===== config.mk =====
export PLATFORM = sky130hd
export DESIGN_NAME = uart_frame_tx
export DESIGN_NICKNAME = d
export VERILOG_FILES = /design/src/rtl/uart_tx_pkg.sv /design/src/rtl/tx_fifo.sv /design/src/rtl/tx_ctrl.sv /design/src/rtl/tx_shifter.sv /design/src/rtl/uart_frame_tx.sv
export SDC_FILE = /design/constraint.sdc
export NUM_CORES = 1
export LEC_CHECK = 0
export CELL_PAD_IN_SITES_DETAIL_PLACEMENT = 1
export CELL_PAD_IN_SITES_GLOBAL_PLACEMENT = 1
export CORE_ASPECT_RATIO = 1.5
export CORE_MARGIN = 2
export CORE_UTILIZATION = 48
export CTS_CLUSTER_SIZE = 25
export DETAILED_ROUTE_END_ITERATION = 7
export DONT_BUFFER_PORTS = 1
export GPL_TIMING_DRIVEN = 0
export PLACE_DENSITY = 0.76
export SLEW_MARGIN = 20
export SYNTH_ARGS = -nofsm -noshare
export SYNTH_HDL_FRONTEND = slang
export SYNTH_SLANG_ARGS = --single-unit

===== constraint.sdc =====
create_clock -name clk -period 2.66 [get_ports clk]
set_input_delay 0.399 -clock clk [delete_from_list [all_inputs] [get_ports clk]]
set_output_delay 0.399 -clock clk [all_outputs]
set_load 0.01 [all_outputs]

===== src/rtl/uart_tx_pkg.sv =====
package uart_tx_pkg;
    timeunit 1ns;
    timeprecision 100ps;

    localparam int MODE_W = 8;
    localparam int CTRL_W = 9;
    localparam int CNT_W  = 4;

    // command bit positions in the control word
    localparam int CB_RST     = 1;
    localparam int CB_EN      = 4;
    localparam int CB_DIS     = 5;
    localparam int CB_BRK_ON  = 7;
    localparam int CB_BRK_OFF = 8;

    typedef enum logic [2:0] {
        ST_IDLE,
        ST_START,
        ST_DATA,
        ST_PARITY,
        ST_STOP
    } tx_state_e;

    typedef struct packed {
        logic [CNT_W-1:0] nbits;
        logic             par_en;
        logic             par_fixed;
        logic             par_sel;
        logic             two_stop;
    } frame_cfg_t;

    function automatic frame_cfg_t decode_mode(input logic [MODE_W-1:1] m);
        frame_cfg_t c;
        case (m[2:1])
            2'b10:   c.nbits = CNT_W'(7);
            2'b11:   c.nbits = CNT_W'(6);
            default: c.nbits = CNT_W'(8);
        endcase
        c.par_en    = ~m[5];
        c.par_fixed = m[4];
        c.par_sel   = m[3];
        c.two_stop  = m[7] | m[6];
        return c;
    endfunction
endpackage


===== src/rtl/tx_fifo.sv =====
module tx_fifo #(
    parameter int W     = 8,
    parameter int DEPTH = 16
) (
    input  logic         clk,
    input  logic         rst_n,
    input  logic         flush,
    input  logic         push,
    input  logic [W-1:0] din,
    input  logic         pop,
    output logic [W-1:0] dout,
    output logic         empty,
    output logic         full
);
    timeunit 1ns;
    timeprecision 100ps;

    localparam int AW = $clog2(DEPTH);
    localparam logic [AW:0]   CNT_MAX = (AW+1)'(DEPTH);
    localparam logic [AW-1:0] PTR_TOP = AW'(DEPTH - 1);

    logic [W-1:0]  mem [DEPTH];
    logic [AW-1:0] wp, rp;
    logic [AW:0]   cnt;
    logic          do_push, do_pop;

    assign empty   = (cnt == '0);
    assign full    = (cnt == CNT_MAX);
    assign do_push = push && !full;
    assign do_pop  = pop && !empty;
    assign dout    = mem[rp];

    always_ff @(posedge clk) begin
        if (do_push && !flush) mem[wp] <= din;
    end

    always_ff @(posedge clk or negedge rst_n) begin
        if (!rst_n) begin
            wp  <= '0;
            rp  <= '0;
            cnt <= '0;
        end else if (flush) begin
            wp  <= '0;
            rp  <= '0;
            cnt <= '0;
        end else begin
            if (do_push) wp <= (wp == PTR_TOP) ? '0 : wp + 1'b1;
            if (do_pop)  rp <= (rp == PTR_TOP) ? '0 : rp + 1'b1;
            case ({do_push, do_pop})
                2'b10:   cnt <= cnt + 1'b1;
                2'b01:   cnt <= cnt - 1'b1;
                default: cnt <= cnt;
            endcase
        end
    end
endmodule


===== src/rtl/tx_ctrl.sv =====
module tx_ctrl
    import uart_tx_pkg::*;
(
    input  logic              clk,
    input  logic              rst_n,
    input  logic              ctrl_wr,
    input  logic [CTRL_W-1:0] ctrl_data,
    output logic              tx_en,
    output logic              brk_on,
    output logic              soft_rst
);
    timeunit 1ns;
    timeprecision 100ps;

    logic unused_cmd_bits;
    assign unused_cmd_bits = ^{ctrl_data[6], ctrl_data[3:2], ctrl_data[0]};

    always_ff @(posedge clk or negedge rst_n) begin
        if (!rst_n) begin
            tx_en    <= 1'b0;
            brk_on   <= 1'b0;
            soft_rst <= 1'b0;
        end else begin
            soft_rst <= ctrl_wr && ctrl_data[CB_RST];
            if (ctrl_wr) begin
                if (ctrl_data[CB_DIS])      tx_en <= 1'b0;
                else if (ctrl_data[CB_EN])  tx_en <= 1'b1;
                if (ctrl_data[CB_BRK_OFF])     brk_on <= 1'b0;
                else if (ctrl_data[CB_BRK_ON]) brk_on <= 1'b1;
            end
        end
    end
endmodule


===== src/rtl/tx_shifter.sv =====
module tx_shifter
    import uart_tx_pkg::*;
#(
    parameter int W = 8
) (
    input  logic         clk,
    input  logic         rst_n,
    input  logic         flush,
    input  logic         bit_tick,
    input  logic         tx_en,
    input  logic         brk_on,
    input  frame_cfg_t   cfg,
    input  logic         fifo_empty,
    input  logic [W-1:0] fifo_dout,
    output logic         fifo_pop,
    output logic         line,
    output logic         busy
);
    timeunit 1ns;
    timeprecision 100ps;

    tx_state_e        state;
    logic [W-1:0]     shreg;
    logic [CNT_W-1:0] bit_cnt;
    frame_cfg_t       cfg_q;
    logic             par_acc;
    logic             stop_left;
    logic             start_ok;
    logic             par_bit;
    logic             line_raw;

    assign start_ok = tx_en && !brk_on && !fifo_empty;

    // state register process
    always_ff @(posedge clk or negedge rst_n) begin
        if (!rst_n) begin
            state     <= ST_IDLE;
            shreg     <= '0;
            bit_cnt   <= '0;
            cfg_q     <= '0;
            par_acc   <= 1'b0;
            stop_left <= 1'b0;
        end else if (flush) begin
            state     <= ST_IDLE;
            stop_left <= 1'b0;
        end else if (bit_tick) begin
            unique case (state)
                ST_IDLE: begin
                    if (start_ok) begin
                        state   <= ST_START;
                        shreg   <= fifo_dout;
                        cfg_q   <= cfg;
                        par_acc <= 1'b0;
                        bit_cnt <= '0;
                    end
                end
                ST_START: begin
                    state <= ST_DATA;
                end
                ST_DATA: begin
                    par_acc <= par_acc ^ shreg[0];
                    if (bit_cnt == cfg_q.nbits - 1'b1) begin
                        if (cfg_q.par_en) begin
                            state <= ST_PARITY;
                        end else begin
                            state     <= ST_STOP;
                            stop_left <= cfg_q.two_stop;
                        end
                    end else begin
                        shreg   <= {1'b0, shreg[W-1:1]};
                        bit_cnt <= bit_cnt + 1'b1;
                    end
                end
                ST_PARITY: begin
                    state     <= ST_STOP;
                    stop_left <= cfg_q.two_stop;
                end
                ST_STOP: begin
                    if (stop_left) begin
                        stop_left <= 1'b0;
                    end else if (start_ok) begin
                        state   <= ST_START;
                        shreg   <= fifo_dout;
                        cfg_q   <= cfg;
                        par_acc <= 1'b0;
                        bit_cnt <= '0;
                    end else begin
                        state <= ST_IDLE;
                    end
                end
                default: state <= ST_IDLE;
            endcase
        end
    end

    // output process
    always_comb begin
        par_bit  = cfg_q.par_fixed ? cfg_q.par_sel : (par_acc ^ cfg_q.par_sel);
        fifo_pop = 1'b0;
        line_raw = 1'b1;
        unique case (state)
            ST_IDLE: begin
                line_raw = 1'b1;
                fifo_pop = bit_tick && start_ok && !flush;
            end
            ST_START:  line_raw = 1'b0;
            ST_DATA:   line_raw = shreg[0];
            ST_PARITY: line_raw = par_bit;
            ST_STOP: begin
                line_raw = 1'b1;
                fifo_pop = bit_tick && start_ok && !stop_left && !flush;
            end
            default:   line_raw = 1'b1;
        endcase
        line = brk_on ? 1'b0 : line_raw;
        busy = (state != ST_IDLE);
    end
endmodule


===== src/rtl/uart_frame_tx.sv =====
module uart_frame_tx
    import uart_tx_pkg::*;
#(
    parameter int DATA_W     = 8,
    parameter int FIFO_DEPTH = 16
) (
    input  logic              clk,
    input  logic              rst_n,
    input  logic              bit_tick,
    input  logic [MODE_W-1:0] mode_cfg,
    input  logic              ctrl_wr,
    input  logic [CTRL_W-1:0] ctrl_data,
    input  logic              data_wr,
    input  logic [DATA_W-1:0] data_in,
    output logic              tx_line,
    output logic              fifo_empty,
    output logic              fifo_full,
    output logic              tx_empty
);
    timeunit 1ns;
    timeprecision 100ps;

    logic              tx_en;
    logic              brk_on;
    logic              soft_rst;
    logic              fifo_pop;
    logic [DATA_W-1:0] fifo_dout;
    logic              busy;
    frame_cfg_t        cfg;
    logic              unused_mode_bit;

    assign unused_mode_bit = mode_cfg[0];
    assign cfg             = decode_mode(mode_cfg[MODE_W-1:1]);
    assign tx_empty        = fifo_empty && !busy;

    tx_ctrl u_ctrl (
        .clk       (clk),
        .rst_n     (rst_n),
        .ctrl_wr   (ctrl_wr),
        .ctrl_data (ctrl_data),
        .tx_en     (tx_en),
        .brk_on    (brk_on),
        .soft_rst  (soft_rst)
    );

    tx_fifo #(.W(DATA_W), .DEPTH(FIFO_DEPTH)) u_fifo (
        .clk   (clk),
        .rst_n (rst_n),
        .flush (soft_rst),
        .push  (data_wr),
        .din   (data_in),
        .pop   (fifo_pop),
        .dout  (fifo_dout),
        .empty (fifo_empty),
        .full  (fifo_full)
    );

    tx_shifter #(.W(DATA_W)) u_shift (
        .clk        (clk),
        .rst_n      (rst_n),
        .flush      (soft_rst),
        .bit_tick   (bit_tick),
        .tx_en      (tx_en),
        .brk_on     (brk_on),
        .cfg        (cfg),
        .fifo_empty (fifo_empty),
        .fifo_dout  (fifo_dout),
        .fifo_pop   (fifo_pop),
        .line       (tx_line),
        .busy       (busy)
    );
endmodule


After elaboration in Yosys (flattened, before gate mapping)
Memories as Yosys holds them, arrays and structs flattened.
Index checks and enable logic that the tools add are counted.
{ "op_classes": {"bitwise_logic": 5, "n_eq_ne": 18, "addsub": 6, "reduce_logical": 36, "muxes": 46} }
{ "ops": {"columns": ["op", "n"], "rows": [
  ["8-bit two-way mux", 5],
  ["4-bit two-way mux", 9],
  ["8-bit one-hot mux with 3 select lines", 1],
  ["3-bit two-way mux", 6],
  ["8-bit one-hot mux with 2 select lines", 1],
  ["4-bit AND reduction", 4],
  ["1-bit two-way mux", 15],
  ["3-bit one-hot mux with 5 select lines", 1],
  ["4-bit by 1-bit adder with 4-bit output (second input constant)", 3],
  ["4-bit one-hot mux with 3 select lines", 1],
  ["2-bit nonzero test", 6],
  ["1-bit logical AND", 11],
  ["5-bit one-hot mux with 2 select lines", 1],
  ["1-bit one-hot mux with 3 select lines", 3],
  ["3-bit nonzero test", 3],
  ["4-bit equality test (second input constant)", 2],
  ["4-bit one-hot mux with 2 select lines", 1],
  ["2-bit equality test (second input constant)", 3],
  ["3-bit by 2-bit equality test with 1-bit output (second input constant)", 2],
  ["1-bit zero test", 6],
  ["3-bit by 2-bit inequality test with 1-bit output (second input constant)", 2],
  ["3-bit inequality test (second input constant)", 2],
  ["5-bit by 1-bit adder with 5-bit output (second input constant)", 1],
  ["5-bit equality test (second input constant)", 1],
  ["other kinds (17)", 21]
]} }
{ "totals": {"elab_cells": 128, "ramBits": 128, "regBits": 41, "mem_count": 1} }
{ "memory_table": {"columns": ["memory", "depth", "width", "read_ports", "rd_clocked_by_memory_dff", "wr", "line_no", "text"], "rows": [
  ["u_fifo.mem", 16, 8, 1, 0, 1, "tx_fifo.sv:22", "logic [W-1:0] mem [DEPTH];"]
]} }

Logic depth before layout (Yosys ltp)
{ "depth": {"ltp_word": 11, "ltp_mapped": 12} }

Cells and area by module
Synthesis repeated with hierarchy kept, for this count alone.
{ "unflattened": {"hier_cells": 451, "area_unflattened_um2": 7542.2} }
{ "modules_own_cells": {"columns": ["module", "cells_each", "instances", "seq_area_each_um2", "area_per_inst_um2"], "rows": [
  ["tx_fifo", 307, 1, 4169.0, 5962.0],
  ["tx_shifter", 130, 1, 625.6, 1447.6],
  ["tx_ctrl", 8, 1, 75.1, 102.6],
  ["uart_frame_tx", 6, 1, 0.0, 30.0]
]} }

Least setup slack after synthesis
OpenSTA, ideal clock, no wires.
{ "synth_timing": {"path_type": "register to register", "start": "register u_fifo.cnt[1]", "end": "register u_fifo.cnt[2]", "setup_ns": 0.135, "path_stages_with_launch": 11, "t_arrival_ns": 2.615, "n_path_buf": 2, "slack_ns": -0.090, "synth_period_minus_slack_ns": 2.750, "cell_sequence": "dfrtp_1 -> buf_6 -> or4_4 -> buf_6 -> o21ai_4 -> nand3_4 -> xnor2_1 -> ha_1 -> or4_1 -> a41oi_1 -> o31ai_1"} }
{ "synth_between": {"elab_chain_len": 11} }
{ "synth_lines": {"columns": ["item", "line_no", "text"], "rows": [
  ["start: declaration", "tx_fifo.sv:24", "logic [AW:0] cnt;"],
  ["start signal: assignment", "tx_fifo.sv:50", "2'b10: cnt <= cnt + 1'b1;"],
  ["start signal: assignment", "tx_fifo.sv:51", "2'b01: cnt <= cnt - 1'b1;"],
  ["start signal: assignment", "tx_fifo.sv:52", "default: cnt <= cnt;"],
  ["5-bit zero test", "tx_fifo.sv:27", "assign empty = (cnt == '0);"],
  ["1-bit zero test", "tx_fifo.sv:30, tx_shifter.sv:32", null],
  ["1-bit logical AND", "tx_shifter.sv:32", "assign start_ok = tx_en && !brk_on && !fifo_empty;"],
  ["1-bit logical AND", "tx_shifter.sv:104, tx_shifter.sv:111", null],
  ["1-bit logical AND (2 in series)", "tx_shifter.sv:111", "fifo_pop = bit_tick && start_ok && !stop_left && !flush;"],
  ["1-bit one-hot mux with 2 select lines", "tx_shifter.sv:101", "unique case (state)"],
  ["1-bit logical AND", "tx_fifo.sv:30", "assign do_pop = pop && !empty;"],
  ["2-bit by 1-bit equality test with 1-bit output / 2-bit equality test (equally long branches)", "tx_fifo.sv:49", "case ({do_push, do_pop})"],
  ["5-bit one-hot mux with 2 select lines", "tx_fifo.sv:49", null],
  ["5-bit two-way mux", "tx_fifo.sv:42", "end else if (flush) begin"]
]} }
Several ways; a longest one is shown, not always the timed one.
A chain may end at the register's enable or synchronous reset.

Worst setup path after layout
{ "layout_timing": {"start": "register u_fifo.cnt[0]", "end": "register u_fifo.cnt[2]"} }
Same word-level chain as after synthesis.

==> metrics.md <==
| Metric | Value |
|---|---|
| Simple-gate share of the synthesized area | 0.0797 |
| Busiest metal layer after global routing | met2 |
| Setup ws final | -52.8 ps |
| FF+latch count, synth | between 150 and 200 |
| Number of DRC markers in iteration 0 | between 200 and 250 |
| Synthesis-to-finish area growth | 13.9% |
| Num ports | 34 |
| Fmax | approximately 370 MHz |
| Async S/R FF share, synth | 0.238 |
| Synth Area in Compound Gates | 0.0851 |
| Fin crit share | 1.02 |
| Crit path max-delay family | compound AO/OA/AOI/OAI gates |
| Leak | between 0.002 and 0.003 µW |
| Final Max Tran Viols | 0 |
| Vias in the first global route | 5024 |
| Critical Path AT | about 3000 ps |
| Final ANT Viol Nets | 0 |
| Clock Tree Root | clkbuf_16 |
| GR Util met2 | 0.425 |
| Mapped Area | between 7000 and 8000 µm² |
| # DRC | 0 |
| Antenna violations before repair | 0 |
| Worst-Skew Late Latency | ~430 ps |
| Total die area | roughly 17000 µm² |
| Outcome | finished with violations |
| Buf+Inv Stages, Crit Path | 2 |
| Setup Skew | ~10 ps |
| Final hold violation count | 0 |
| Post-synth top area share | 0.516 |
| Post-Layout Cell Count | 751 |
| Routed vias/inst | slightly below 6 |
| CTS H-Tree Depth | 4 |
| Max-cap violations | 0 |
| Placed Cells | 709 |
| Area contributors post-synth | edfxtp_1 52%, dfrtp_1 13%, mux4_2 5.4% |
| Most common cell on crit path | buf_4 |
| Gpl congestion | a little under 0.8 |
| GR Util met3 | 0.0521 |
| Worst Tran Pin Value | 916 ps |
| Total number of vias | 4474 |
| Die Height | approximately 160 µm |
| M1 GR Usage | 0.244 |
| Critical path type | register to register |
| PwrDens | 885 nW/µm² |
| Final WL | between 15000 and 20000 µm |
| Worst setup EP type | register |
| Synth Net Count | approximately 550 |
| Unrepaired setup endpoints after global routing | true |
| CP cell instances | or4_4 -> o21ai_4 -> nand3_4 -> xnor2_2 -> ha_2 -> buf_4 -> buf_4 -> o32a_1 -> o31ai_2 |
| Final nets | 580 |
| Post-Synth Adder-Cell Area | 0.0168 |
| Min-delay worst type | input port to register |
| Slowest cell on crit path | or4_4 |
| Port Buffers | 0 |
| HPWL Detailed | around 12000 µm |
| Largest stage delay on the critical path | between 500 and 600 ps |
| Diode count | 0 |
| Routed len/inst | 24.0 µm |
| Largest net degree at the start of global routing | around 40 |
| CTS tree | done |
| Final setup violation count | 1 |
| Cell Rows | between 50 and 60 |
| Syn Inst Count | slightly above 500 |
| Main combinational cell family by area after synthesis | multiplexers |
| Mean post-synth cell area | 14.7 µm² |
| Initial core utilization | 0.492 |
| Global-route usage over all layers | 0.231 |
| First-pass GRT wire length | 27900 µm |
| Iteration count of the initial detailed-routing pass | 4 |
| Worst VDD drop | about 480 µV |
| Clock sinks | approximately 170 |
| YS warnings | 0 |
| Layout cells sized above 1 | 0.236 |
| Primary FF master, synth | edfxtp_1 |
| Slew Limit Headroom | 0.389 |
| CP required | about 3000 ps |
| Die Wd | approximately 110 µm |
| Core area | between 15000 and 20000 µm² |
| Mux cell area share after synthesis | 0.133 |
| Crit Path Max Fanout | 5 |
| Top-count cell post-synth | edfxtp_1 |
| Worst-path clk slew | 70 ps |
| Post-synth EDFFs | roughly 130 |
| Top cells by count, synth | 128 x edfxtp_1, 47 x nand2_1, 40 x dfrtp_1 |
| Failing checks | negative setup slack |
| Yosys cell types | 67 |
| Fin crit period | 2710 ps |
| Grt ovf | 0 |
| Inserted Clock Buffers | 17 |
| Cell accounting for the most synthesized area | edfxtp_1 |
| Clock Path Buffers | 2 |
| Startpoint Class | register |
| Register area share after synthesis | 0.650 |
| Total power draw | 7520 µW |
| Synth Area in XOR/XNOR | 0.0106 |
## worst reg2reg max path: cells and delay by family (launching register included)
family | cells | cell delay (ps)
and+or+nand+nor | 2 | 720
DFF | 1 | 400
adders and majority gates | 1 | 210
xor gates and xnor gates | 1 | 170
buffers and inverters | 2 | 270
AOI/OAI and AO/OA | 3 | 830
## what timing repair did
item                       CTS  global route
gates resized for setup     11            12
hold buffers                 2             0
pin swaps                    7             4
buffers inserted            10             2
setup endpoints to repair   66            71
hold endpoints to repair    40             0
## area by class of cell
type	count	area, µm²
Inverter	12	45.0
Tap cell	199	249
Clock inverter	13	125
Sequential cell	168	4850
Fill cell	1434	6650
Multi-Input combinational cell	296	2530
Buffer	27	118
Clock buffer	18	429
Timing Repair Buffer	18	150
## through the flow
stage	setup slack [ps]	hold WS [ps]	cell area, µm²	TNS (ps)	utilization
detailed placement	-392	105	7770	-4340	0.513
floorplan	-10.6	103	7470	-10.6	-
global route	-83.7	47.6	8490	-164	0.561
CTS	-102	31.8	8460	-139	0.559
global placement	-530	105	7720	-15900	0.510
finish	-52.8	48.6	8490	-52.8	0.561
## logic make-up after synthesis
| logic type | Yosys count |
|---|---|
| DFF | 168 |
| and+or+nand+nor | 121 |
| AOI/OAI and AO/OA | 85 |
| muxes | 71 |
| buffers and inverters | 42 |
| adders and majority gates | 10 |
| xor gates and xnor gates | 9 |
## final timing paths
check / from / end / slack (ps) / cells after the start
max: u_fifo.cnt[0]$_DFFE_PN0P_ / u_fifo.cnt[2]$_DFFE_PN0P_ / -50 / 9
min: ctrl_data[8] / u_ctrl.brk_on$_DFFE_PN0P_ / 50 / 1
max reg2reg: u_fifo.cnt[0]$_DFFE_PN0P_ / u_fifo.cnt[2]$_DFFE_PN0P_ / -50 / 9
min reg2reg: u_shift.cfg_q[2]$_DFFE_PN0P_ / u_shift.cfg_q[2]$_DFFE_PN0P_ / 480 / 2
max in group asynchronous: rst_n / u_shift.shreg[2]$_DFFE_PN0P_ / 2000 / 2
min in group asynchronous: rst_n / u_fifo.cnt[2]$_DFFE_PN0P_ / 440 / 2
## state kept, by name, indices dropped and copies added, names as in the netlist
signal and cells:
u_shift.stop_left 1, u_shift.shreg 8, u_shift.cfg_q 7, u_ctrl.tx_en 1
u_fifo.wp 4, u_shift.bit_cnt 4, u_shift.par_acc 1, u_shift.state 3
u_ctrl.brk_on 1, u_ctrl.soft_rst 1, u_fifo.mem 128, u_fifo.cnt 5
u_fifo.rp 4
## layer usage
| layer | part of all wire | vias up | wire [µm] |
|---|---|---|---|
| li1 | - | 2002 | - |
| met1 | 0.37 | 2306 | 6630 |
| met2 | 0.55 | 121 | 9820 |
| met3 | 0.042 | 45 | 760 |
| met4 | 0.043 | 0 | 780 |
| met5 | 0 | - | 0 |
## cells in the final DEF, fill, tap and decap left out, drive strengths merged, types with 3 or more instances in the layout
cell type and count:
a21o 4, a21oi 17, a22oi 15, a31oi 3, a32oi 7, and2 3, buf 27, clkbuf 35
clkinv 6, clkinvlp 3, dfrtp 40, edfxtp 128, ha 10, inv 15, mux2 21, mux2i 32
mux4 18, nand2 48, nand2b 6, nand3 9, nor2 28, nor2b 4, nor3 9, o21ai 13
o31ai 3, xnor2 4, xor2 5
## report_power, final
part	internal (µW)	total (µW)	switching, µW
Sequential	3110	3310	203
Clock	1290	2320	1030
Combinational	828	1880	1060
Total	5230	7520	2290
Note: power is estimated with default switching activity, not from simulation.
